$ cat src/rtl/pvm_pkg.sv
package pvm_pkg;
  localparam int N_UNIT  = 3;
  localparam int N_TERM  = 3;
  localparam int N_TAP   = N_UNIT * N_TERM;
  localparam int SHIFT_W = 4;
  localparam int ADDR_W  = 5;
  localparam int ADDR_OFF  = N_TAP;
  localparam int ADDR_CTRL = N_TAP + N_UNIT;

  typedef struct packed {
    logic [SHIFT_W-1:0] shift;
    logic [N_UNIT-1:0]  acc_en;
    logic               filt;
  } ctrl_t;

  localparam int CTRL_W = $bits(ctrl_t);
endpackage

$ cat src/rtl/pvm_cfg_regs.sv
module pvm_cfg_regs
  import pvm_pkg::*;
#(
  parameter int COEF_W = 12,
  parameter int OFF_W  = 16,
  parameter int DATA_W = 16
) (
  input  logic                     clk,
  input  logic                     rst_n,
  input  logic                     we_i,
  input  logic [ADDR_W-1:0]        addr_i,
  input  logic [DATA_W-1:0]        wdata_i,
  input  logic                     idle_i,
  output logic signed [COEF_W-1:0] coef_o [N_TAP],
  output logic signed [OFF_W-1:0]  off_o  [N_UNIT],
  output ctrl_t                    ctrl_o
);
  logic signed [COEF_W-1:0] coef_stg [N_TAP];
  logic signed [OFF_W-1:0]  off_stg  [N_UNIT];
  ctrl_t                    ctrl_stg;
  ctrl_t                    ctrl_act;

  for (genvar k = 0; k < N_TAP; k++) begin : g_coef
    always_ff @(posedge clk or negedge rst_n) begin
      if (!rst_n) begin
        coef_stg[k] <= '0;
        coef_o[k]   <= '0;
      end else begin
        if (idle_i)
          coef_o[k] <= coef_stg[k];
        if (we_i && addr_i == ADDR_W'(k))
          coef_stg[k] <= wdata_i[COEF_W-1:0];
      end
    end
  end

  for (genvar u = 0; u < N_UNIT; u++) begin : g_off
    always_ff @(posedge clk or negedge rst_n) begin
      if (!rst_n) begin
        off_stg[u] <= '0;
        off_o[u]   <= '0;
      end else begin
        if (idle_i)
          off_o[u] <= off_stg[u];
        if (we_i && addr_i == ADDR_W'(ADDR_OFF + u))
          off_stg[u] <= wdata_i[OFF_W-1:0];
      end
    end
  end

  always_ff @(posedge clk or negedge rst_n) begin
    if (!rst_n) begin
      ctrl_stg <= '0;
      ctrl_act <= '0;
    end else begin
      if (idle_i)
        ctrl_act <= ctrl_stg;
      if (we_i && addr_i == ADDR_W'(ADDR_CTRL))
        ctrl_stg <= ctrl_t'(wdata_i[CTRL_W-1:0]);
    end
  end

  assign ctrl_o = ctrl_act;


  cfg_freeze_chk: assert property (@(posedge clk) disable iff (!rst_n)
    !idle_i |=> $stable(ctrl_act) && $stable(coef_o[0]) &&
                $stable(coef_o[N_TAP-1]) && $stable(off_o[0]));
endmodule

$ cat src/rtl/pvm_dot_unit.sv
module pvm_dot_unit
  import pvm_pkg::*;
#(
  parameter int PIX_W  = 8,
  parameter int COEF_W = 12,
  parameter int OFF_W  = 16,
  parameter int ACC_W  = 32
) (
  input  logic                     clk,
  input  logic                     rst_n,
  input  logic                     adv_i,
  input  logic                     vld1_i,
  input  logic                     clr_i,
  input  logic                     acc_en_i,
  input  logic [PIX_W-1:0]         pix_i  [N_TERM],
  input  logic signed [COEF_W-1:0] coef_i [N_TERM],
  input  logic signed [OFF_W-1:0]  off_i,
  output logic signed [ACC_W-1:0]  res_o
);
  localparam int PROD_W = PIX_W + 1 + COEF_W;

  logic signed [PROD_W-1:0] prod_q [N_TERM];
  logic signed [ACC_W-1:0]  dot_w;
  logic signed [ACC_W-1:0]  acc_q;

  for (genvar t = 0; t < N_TERM; t++) begin : g_mul
    always_ff @(posedge clk or negedge rst_n) begin
      if (!rst_n)
        prod_q[t] <= '0;
      else if (adv_i)
        prod_q[t] <= $signed({1'b0, pix_i[t]}) * coef_i[t];
    end
  end

  always_comb begin
    dot_w = '0;
    for (int t = 0; t < N_TERM; t++)
      dot_w = dot_w + ACC_W'(prod_q[t]);
  end

  always_ff @(posedge clk or negedge rst_n) begin
    if (!rst_n)
      res_o <= '0;
    else if (adv_i)
      res_o <= acc_en_i ? (acc_q + dot_w) : (dot_w + ACC_W'(off_i));
  end

  always_ff @(posedge clk or negedge rst_n) begin
    if (!rst_n)
      acc_q <= '0;
    else if (clr_i)
      acc_q <= '0;
    else if (adv_i && vld1_i && acc_en_i)
      acc_q <= acc_q + dot_w;
  end


  acc_clr_chk: assert property (@(posedge clk) disable iff (!rst_n)
    clr_i |=> acc_q == '0);


  acc_hold_chk: assert property (@(posedge clk) disable iff (!rst_n)
    !acc_en_i && !clr_i |=> $stable(acc_q));
endmodule

$ cat src/rtl/pvm_scale_sat.sv
module pvm_scale_sat #(
  parameter int IN_W    = 34,
  parameter int SHIFT_W = 4,
  parameter int OUT_W   = 8
) (
  input  logic signed [IN_W-1:0] val_i,
  input  logic [SHIFT_W-1:0]     shift_i,
  output logic [OUT_W-1:0]       pix_o
);
  localparam logic signed [IN_W:0] MAXV = (IN_W+1)'((1 << OUT_W) - 1);

  logic signed [IN_W:0] rnd_w;
  logic signed [IN_W:0] sum_w;
  logic signed [IN_W:0] shr_w;

  always_comb begin
    rnd_w = $signed(((IN_W+1)'(1) << shift_i) >> 1);
    sum_w = $signed({val_i[IN_W-1], val_i}) + rnd_w;
    shr_w = sum_w >>> shift_i;
    if (shr_w < 0)
      pix_o = '0;
    else if (shr_w > MAXV)
      pix_o = '1;
    else
      pix_o = shr_w[OUT_W-1:0];
  end
endmodule

$ cat src/rtl/pvm_top.sv
module pvm_top
  import pvm_pkg::*;
#(
  parameter int PIX_W  = 8,
  parameter int COEF_W = 12,
  parameter int OFF_W  = 16,
  parameter int DATA_W = 16,
  parameter int ACC_W  = 32
) (
  input  logic                      clk,
  input  logic                      rst_n,
  input  logic                      cfg_we,
  input  logic [ADDR_W-1:0]         cfg_addr,
  input  logic [DATA_W-1:0]         cfg_wdata,
  input  logic                      acc_clr,
  input  logic                      in_valid,
  output logic                      in_ready,
  input  logic [N_TERM*PIX_W-1:0]   in_pix,
  output logic                      out_valid,
  input  logic                      out_ready,
  output logic [N_UNIT*PIX_W-1:0]   out_pix
);
  localparam int SUM_W = ACC_W + 2;

  logic adv, accept, idle;
  logic s1_v, s2_v, s3_v;

  logic signed [COEF_W-1:0] coef_a [N_TAP];
  logic signed [OFF_W-1:0]  off_a  [N_UNIT];
  ctrl_t                    ctrl_a;

  logic [PIX_W-1:0]         pix_w  [N_TERM];
  logic [PIX_W-1:0]         tap_w  [N_TAP];
  logic [PIX_W-1:0]         hist_q [N_TAP];
  logic signed [ACC_W-1:0]  res_w  [N_UNIT];
  logic signed [SUM_W-1:0]  fsum_w;
  logic signed [SUM_W-1:0]  ch_in_w [N_UNIT];
  logic [PIX_W-1:0]         ch_out_w [N_UNIT];
  logic [PIX_W-1:0]         out_q   [N_UNIT];

  assign adv      = !(s3_v && !out_ready);
  assign in_ready = adv;
  assign accept   = in_valid && adv;
  assign idle     = !s1_v && !s2_v && !s3_v && !in_valid;

  always_ff @(posedge clk or negedge rst_n) begin
    if (!rst_n) begin
      s1_v <= 1'b0;
      s2_v <= 1'b0;
      s3_v <= 1'b0;
    end else if (adv) begin
      s1_v <= accept;
      s2_v <= s1_v;
      s3_v <= s2_v;
    end
  end

  pvm_cfg_regs #(
    .COEF_W(COEF_W), .OFF_W(OFF_W), .DATA_W(DATA_W)
  ) u_cfg (
    .clk(clk), .rst_n(rst_n), .we_i(cfg_we), .addr_i(cfg_addr),
    .wdata_i(cfg_wdata), .idle_i(idle),
    .coef_o(coef_a), .off_o(off_a), .ctrl_o(ctrl_a)
  );

  for (genvar t = 0; t < N_TERM; t++) begin : g_unpack
    assign pix_w[t] = in_pix[t*PIX_W +: PIX_W];
  end

  // sample window: tap 0 is the live sample, taps 1.. are history
  assign tap_w[0]  = pix_w[0];
  assign hist_q[0] = '0;
  for (genvar k = 1; k < N_TAP; k++) begin : g_hist
    always_ff @(posedge clk or negedge rst_n) begin
      if (!rst_n)
        hist_q[k] <= '0;
      else if (accept && ctrl_a.filt)
        hist_q[k] <= (k == 1) ? pix_w[0] : hist_q[k-1];
    end
    assign tap_w[k] = hist_q[k];
  end

  for (genvar u = 0; u < N_UNIT; u++) begin : g_unit
    logic [PIX_W-1:0]         op_w [N_TERM];
    logic signed [COEF_W-1:0] cf_w [N_TERM];
    for (genvar t = 0; t < N_TERM; t++) begin : g_op
      assign op_w[t] = ctrl_a.filt ? tap_w[u*N_TERM + t] : pix_w[t];
      assign cf_w[t] = coef_a[u*N_TERM + t];
    end
    pvm_dot_unit #(
      .PIX_W(PIX_W), .COEF_W(COEF_W), .OFF_W(OFF_W), .ACC_W(ACC_W)
    ) u_dot (
      .clk(clk), .rst_n(rst_n), .adv_i(adv), .vld1_i(s1_v),
      .clr_i(acc_clr), .acc_en_i(ctrl_a.acc_en[u]),
      .pix_i(op_w), .coef_i(cf_w), .off_i(off_a[u]), .res_o(res_w[u])
    );
  end

  always_comb begin
    fsum_w = '0;
    for (int u = 0; u < N_UNIT; u++)
      fsum_w = fsum_w + SUM_W'(res_w[u]);
  end

  for (genvar c = 0; c < N_UNIT; c++) begin : g_out
    if (c == 0) begin : g_first
      assign ch_in_w[c] = ctrl_a.filt ? fsum_w : SUM_W'(res_w[c]);
    end else begin : g_other
      assign ch_in_w[c] = ctrl_a.filt ? '0 : SUM_W'(res_w[c]);
    end

    pvm_scale_sat #(
      .IN_W(SUM_W), .SHIFT_W(SHIFT_W), .OUT_W(PIX_W)
    ) u_sat (
      .val_i(ch_in_w[c]), .shift_i(ctrl_a.shift), .pix_o(ch_out_w[c])
    );

    always_ff @(posedge clk or negedge rst_n) begin
      if (!rst_n)
        out_q[c] <= '0;
      else if (adv)
        out_q[c] <= ch_out_w[c];
    end
    assign out_pix[c*PIX_W +: PIX_W] = out_q[c];
  end

  assign out_valid = s3_v;


  lat_chk: assert property (@(posedge clk) disable iff (!rst_n)
    (in_valid && in_ready && out_ready) ##1 out_ready ##1 out_ready |=> out_valid);


  stall_hold_chk: assert property (@(posedge clk) disable iff (!rst_n)
    out_valid && !out_ready |=> out_valid && $stable(out_pix));


  sat_low_chk: assert property (@(posedge clk) disable iff (!rst_n)
    s2_v && adv && !ctrl_a.filt && (res_w[0] < 0) |=> out_pix[PIX_W-1:0] == '0);
endmodule

$ cat config.mk
export PLATFORM = sky130hd
export DESIGN_NAME = pvm_top
export DESIGN_NICKNAME = d
export VERILOG_FILES = /design/src/rtl/pvm_pkg.sv /design/src/rtl/pvm_cfg_regs.sv /design/src/rtl/pvm_dot_unit.sv /design/src/rtl/pvm_scale_sat.sv /design/src/rtl/pvm_top.sv
export SDC_FILE = /design/constraint.sdc
export NUM_CORES = 2
export LEC_CHECK = 0
export ABC_AREA = 1
export BUFFER_PORTS_ARGS = -buffer_cell sky130_fd_sc_hd__buf_2
export CAP_MARGIN = 15
export CORE_MARGIN = 2
export CORE_UTILIZATION = 50
export DETAILED_ROUTE_END_ITERATION = 10
export GPL_ROUTABILITY_DRIVEN = 0
export MAX_ROUTING_LAYER = met4
export PLACE_DENSITY = 0.65
export SETUP_SLACK_MARGIN = 0.15
export SYNTH_ARGS = -nofsm -noshare
export SYNTH_HDL_FRONTEND = slang
export SYNTH_SLANG_ARGS = --single-unit
$ cat constraint.sdc
create_clock -name clk -period 9.9 [get_ports clk]
set_input_delay 0.495 -clock clk [delete_from_list [all_inputs] [get_ports clk]]
set_output_delay 0.495 -clock clk [all_outputs]
set_load 0.05 [all_outputs]
; After elaboration in Yosys (flattened, before gate mapping)
; Index checks and enable logic that the tools add are counted.
[word_totals]
reg_bits = 800
in_bits = 51
wordCells = 166
[op_classes]
n_addsub = 17
mul = 9
order_cmp = 6
eq_ne = 12
shift = 4
n_mux = 26
n_reduce_logical = 33
[ops]
columns = operator, count
row1 = 32-bit 2-to-1 mux, 9
row2 = 9-bit by 12-bit multiplier with 21-bit output, 9
row3 = 8-bit 2-to-1 mux, 14
row4 = 34-bit by 35-bit adder with 35-bit output, 3
row5 = "35-bit by 9-bit greater-than comparator with 1-bit output, second input constant", 3
row6 = "35-bit by 1-bit < comparator with 1-bit output, second input constant", 3
row7 = 35-bit by 4-bit >>> shifter with 35-bit output, 3
row8 = 34-bit 2-to-1 mux, 3
row9 = 32-bit by 16-bit adder with 32-bit output, 3
row10 = 32-bit adder, 3
row11 = 22-bit by 21-bit adder with 23-bit output, 3
row12 = 21-bit by 21-bit adder with 22-bit output, 3
row13 = "1-bit by 4-bit left shift with 35-bit output, first input constant", 1
row14 = 33-bit by 32-bit adder with 34-bit output, 1
row15 = 32-bit by 32-bit adder with 33-bit output, 1
row16 = "5-bit by 4-bit equality test with 1-bit output, second input constant", 5
row17 = 1-bit logical AND, 23
row18 = "5-bit by 3-bit equality test with 1-bit output, second input constant", 4
row19 = "5-bit by 2-bit equality test with 1-bit output, second input constant", 2
row20 = 1-bit logical NOT, 6
row21 = 2-bit nonzero test, 3
row22 = "5-bit by 1-bit equality test with 1-bit output, second input constant", 1
row23 = 5-bit logical NOT, 1

; Depth between registers and ports, before layout
[logic_depth]
word_depth = 8
mapped_depth = 42
mapped_depth_nobuf = 39

; Modules after synthesis
; Synthesis repeated with hierarchy kept, for this count alone.
[unflattened]
cells_unflattened = 12894
hier_area_um2 = 92896.6
[modules_own_cells]
columns = mod, instances, cells_per_inst, area_per_inst_um2, seq_area_each_um2
row1 = pvm_dot_unit (g_unit[1].u_dot), 1, 2827, 20955.1, 3178.0
row2 = pvm_dot_unit (g_unit[0].u_dot), 1, 2830, 20902.5, 3178.0
row3 = pvm_dot_unit (g_unit[2].u_dot), 1, 2860, 20841.2, 3178.0
row4 = pvm_cfg_regs, 1, 1097, 12599.6, 8207.9
row5 = pvm_scale_sat, 3, 692, 3246.9, 0.0
row6 = pvm_top, 1, 1204, 7857.5, 2277.2

; Worst setup path before layout
; OpenSTA, ideal clock, no wires.
[synth_timing]
path_kind = reg-to-reg
from = register u_cfg.ctrl_act, in the netlist u_cfg.ctrl_o[0]
to = register g_unit[0].u_dot.prod_q[41] (netlist bit)
setup_time_ns = 0.118
arrival_ns = 6.419
required_ns = 9.782
path_slack_ns = 3.363
stages_incl_launch_ff = 38
period_less_slack_ns = 6.537
cell_sequence = dfrtp_1 -> buf_6 -> buf_6 -> inv_2 -> buf_2 -> buf_2 -> clkbuf_1 -> clkbuf_1 -> nand2_1 -> inv_1 -> a21oi_1 -> clkinv_1 -> nand2_1 -> fa_1 -> fa_1 -> fa_1 -> fa_1 -> inv_1 -> [... 2 more ...] -> nand2_1 -> nand2_1 -> nand2_1 -> a21oi_1 -> o21ai_0 -> a21oi_1 -> o21bai_1 -> nand2_1 -> inv_1 -> nor2_1 -> o21bai_1 -> a21boi_0 -> or2_2 -> nand2_1 -> a21oi_1 -> or2_2 -> nand3_1 -> nand2_1
[synth_between]
elab_chain_len = 2
[synth_rtl]
columns = item, line
row1 = start: declaration, pvm_cfg_regs.sv:21  ; ctrl_t ctrl_act;
row2 = start signal: assignment, pvm_cfg_regs.sv:57  ; ctrl_act <= ctrl_stg;
row3 = 8-bit 2-to-1 mux, pvm_top.sv:87  ; assign op_w[t] = ctrl_a.filt ? tap_w[u*N_TERM + t] : pix_w[t];
row4 = 9-bit by 12-bit multiplier with 21-bit output, pvm_dot_unit.sv:31  ; prod_q[t] <= $signed({1'b0, pix_i[t]}) * coef_i[t];
row5 = end signal: indexed assignment, pvm_dot_unit.sv:31
row6 = end: declaration, pvm_dot_unit.sv:22  ; logic signed [PROD_W-1:0] prod_q [N_TERM];
; Every way passes these cells.
; A chain may end at the register's enable or synchronous reset.

; Worst setup path in the final report
[layout_timing]
from = register u_cfg.ctrl_act, in the netlist u_cfg.ctrl_o[0]
to = register g_unit[0].u_dot.prod_q[20] (netlist bit)
; Same word-level chain as after synthesis.

==> metrics.csv <==
stage,metric,value,unit
global_routing,antenna violations before repair,12,
placement,Placed Cells,12829,
timing,Fmax,137.4,MHz
logic_synthesis,#FFs+latches synth,800,
cts,clk slew on worst S/H paths,0.06,ns
logic_synthesis,Post-Synthesis Cells,10831,
final_layout,Nets,12267,
worst_setup_path,Worst setup SP type,flip-flop,
floorplanning,die area,170400,sq um
logic_synthesis,share of Yosys cell area claimed by the top area cell type,23.96,%
final_layout,P&R area growth vs syn,6.951,%
final_layout,layout cell share with drive strength beyond 1,5.293,%
worst_hold_path,hold path depth,3,
cts,CTS Buffer Depth,3,
global_routing,first-pass GRT wire length,388200,um
logic_synthesis,async set-reset flop share out of synthesis,100.0,%
timing,setup TNS,0,ns
logic_synthesis,top post-synthesis cells by count,"nand2_1, inv_1, nor2_1, fa_1, dfrtp_1",
global_routing,grt ovf,0,
floorplanning,Top Ports,77,
timing,period utilisation layout,73.53,%
cts,CTS Sinks,800,
timing,max-slew violations,0,
worst_setup_path,R2R setup slack,2.62,ns
timing,endpoints failing hold,0,
global_routing,largest net degree at the start of global routing,185,
drt,routed vias/inst,5.429,
logic_synthesis,post-synth top area cell,dfrtp_1,
global_routing,vias in the first global route,70209,
logic_synthesis,most frequently used flop master after synthesis,dfrtp_1,
final_layout,register area,20030,sq um
drt,Post-Route WL,243000,um
placement,PortBufs,76,
timing,Tmin final,7.280,ns
worst_setup_path,r2r startpoint,u_cfg.ctrl_o[0]$_DFFE_PN0P_,
drt,Initial DRC Count,5725,
logic_synthesis,synth top area cells,"dfrtp_1, fa_1, nand2_1, ha_1, inv_1",
timing,unrepaired setup endpoints after global routing,false,
timing,Fin Clk Skew,0.03888,ns
drt,# DRC,0,
final_layout,post-route cell area,89350,sq um
worst_setup_path,WS Path Type,reg -> reg,
cts,Num CTS Buffers,96,
logic_synthesis,"count leader, synth",nand2_1,
cts,CTS-repair resized insts,0,
logic_synthesis,average cell area after synthesis,7.713,sq um
cts,Root Buffer,clkbuf_16,
floorplanning,Chip Height,412.8,um
floorplanning,starting utilization of the core area,50.18,%
logic_synthesis,synth unique cells,66,
worst_setup_path,CP Max Fanout,87,
cts,CTS tree,yes,
timing,Max-slew headroom,22.12,%
final_layout,Non-Filler Instances,13021,
worst_hold_path,worst hold start,in_valid,
drt,detailed-route wire length per cell,18.66,um
floorplanning,num rows,150,
timing,"Setup violations, final",0,
worst_setup_path,critical path endpoint category,flip-flop,
global_routing,GRT Total Usage,29.93,%
logic_synthesis,Syn Nets,12372,
cts,Post-CTS Setup Inserts,0,
logic_synthesis,Mapped Area,83540,sq um
placement,DP Wirelength,191100,um
logic_synthesis,yosys warns,0,
job,Max-Cap Viols,0,
final_layout,Fill cells,15819,
placement,placed inst area,85860,sq um
worst_setup_path,r2r worst-path depth,25,
logic_synthesis,number of flops mapped to enable cells by yosys,0,
cts,clk_lat worst skew,0.73,ns
floorplanning,die width,412.8,um
floorplanning,core box area,166500,sq um
drt,drt first pass iters,9,
cts,H-tree depth,3,
drt,Routed Antenna Nets,0,
worst_setup_path,crit path launch,u_cfg.ctrl_o[0]$_DFFE_PN0P_,
status,status,"complete, no violations",
timing,Worst Tran Pin Value,1.167,ns
worst_hold_path,Tightest Hold Check Type,in -> reg,
drt,routed vias,70685,
final_layout,area of the multi-input gates,55300,sq um
logic_synthesis,"Seq/Total Area, Yosys",23.96,%
worst_setup_path,critical path required time,10.53,ns
worst_setup_path,WP data arrival,7.91,ns
sequential cells by signal, summed over array words and instances, names as in the netlist:
signal               count
u_cfg.off_o             48
g_unit.u_dot.acc_q      96
s1_v                     1
out_valid                1
u_cfg.off_stg           48
u_cfg.coef_o           108
u_cfg.ctrl_stg           8
hist_q                  64
u_cfg.coef_stg         108
out_pix                 24
g_unit.u_dot.prod_q    189
g_unit.u_dot.res_o      96
u_cfg.ctrl_o             8
s2_v                     1
worst max-delay path, stage by stage (launching register included):
cell and delay (ns):
dfrtp_4 0.47, buf_4 0.46, a21oi_1 0.81, clkinv_1 0.49, nand2_1 0.20, fa_1 0.43
fa_1 0.50, fa_1 0.50, fa_1 0.49, inv_1 0.04, ha_1 0.31, inv_1 0.07
o31ai_1 0.31, inv_1 0.09, o21ai_0 0.19, and2_1 0.17, nor2_1 0.05, o21bai_1 0.22
inv_1 0.08, o21a_1 0.19, o21ai_0 0.27, a21boi_0 0.22, o21ai_0 0.20, a21oi_1 0.10
xor2_1 0.14, o21ai_0 0.16
logic make-up after synthesis:
kind of cell,synth area share (%)
xor gates and xnor gates,3.566
adders and majority gates,29.60
DFF,23.96
and+or+nand+nor,21.01
AOI/OAI and AO/OA,10.61
buffers and inverters,9.882
muxes,1.378
area by class of cell:
type | count | area share [%]
multi-input combinational | 7844 | 61.89
timing repair buffer | 125 | 0.9663
inverter | 1859 | 7.817
clock inverter | 49 | 0.7268
clock buffer | 129 | 3.067
antenna | 11 | 0.03081
tap | 2204 | 3.086
sequential | 800 | 22.41
layout by cell type (no fill, tap or decap), types with 15 or more instances in the layout:
master	netlist	final
or2_2	27	27
buf_4	1	41
nand4_1	30	30
a22oi_1	17	17
o21a_1	16	16
clkbuf_1	261	15
nand2_1	2486	2486
o211ai_1	43	43
clkbuf_8	0	15
o31ai_1	28	28
fa_1	810	810
nor3_1	41	41
o21ai_1	69	69
inv_1	1793	1785
buf_2	22	75
a21oi_1	599	599
a22o_1	15	15
clkbuf_16	0	99
nor2_1	1010	1009
dfrtp_1	800	796
o21ai_0	641	641
nor2_2	34	34
mux2_2	96	96
clkinv_2	0	18
a21o_1	15	15
ha_1	680	680
xor2_1	189	189
inv_2	23	30
a21boi_0	21	21
a31oi_1	62	62
xnor2_1	146	146
nand2_2	38	38
nand3_1	561	559
clkinv_1	43	42
o21bai_1	20	20
and2_1	18	18
routing by layer:
metal / share of wire, % / wire [um] / GRT usage [%] / vias to the layer above
li1: - / - / - / 33820
met1: 43 / 105100 / 39.22 / 34175
met2: 45 / 109000 / 46.15 / 2175
met3: 6.9 / 16700 / 4.594 / 515
met4: 5.0 / 12250 / 12.95 / 0
met5: 0 / 0 / - / -
metrics by stage:
stage               hold WS [ns]  util [%]  setup slack (ns)
floorplan                 0.1994         -             3.363
global placement          0.4567     51.58             2.971
detailed placement        0.4615     51.58             2.749
CTS                       0.1113     53.62             2.726
global route              0.1464     53.66             2.061
finish                    0.1505     53.67             2.620
path summary, 6_finish.rpt:
kind | to
worst min register to register | out_pix[16]$_DFFE_PN0N_
worst max register to register | g_unit[0].u_dot.prod_q[20]$_DFFE_PN0N_
worst min-delay path | s1_v$_DFFE_PN0N_
worst max-delay path | g_unit[0].u_dot.prod_q[20]$_DFFE_PN0N_
min in group asynchronous | g_unit[0].u_dot.acc_q[19]$_DFFE_PN0P_
max in group asynchronous | u_cfg.coef_o[31]$_DFFE_PN0P_
what timing repair did:
action                                  4_1_cts  5_1_grt
endpoints found under the setup margin        0        0
endpoints found under the hold margin        85        0
hold buffers                                  1        0
Power is left out: the tool's default activity adds up to more than one toggle a clock period on the data nets, which glitch-free logic cannot reach.
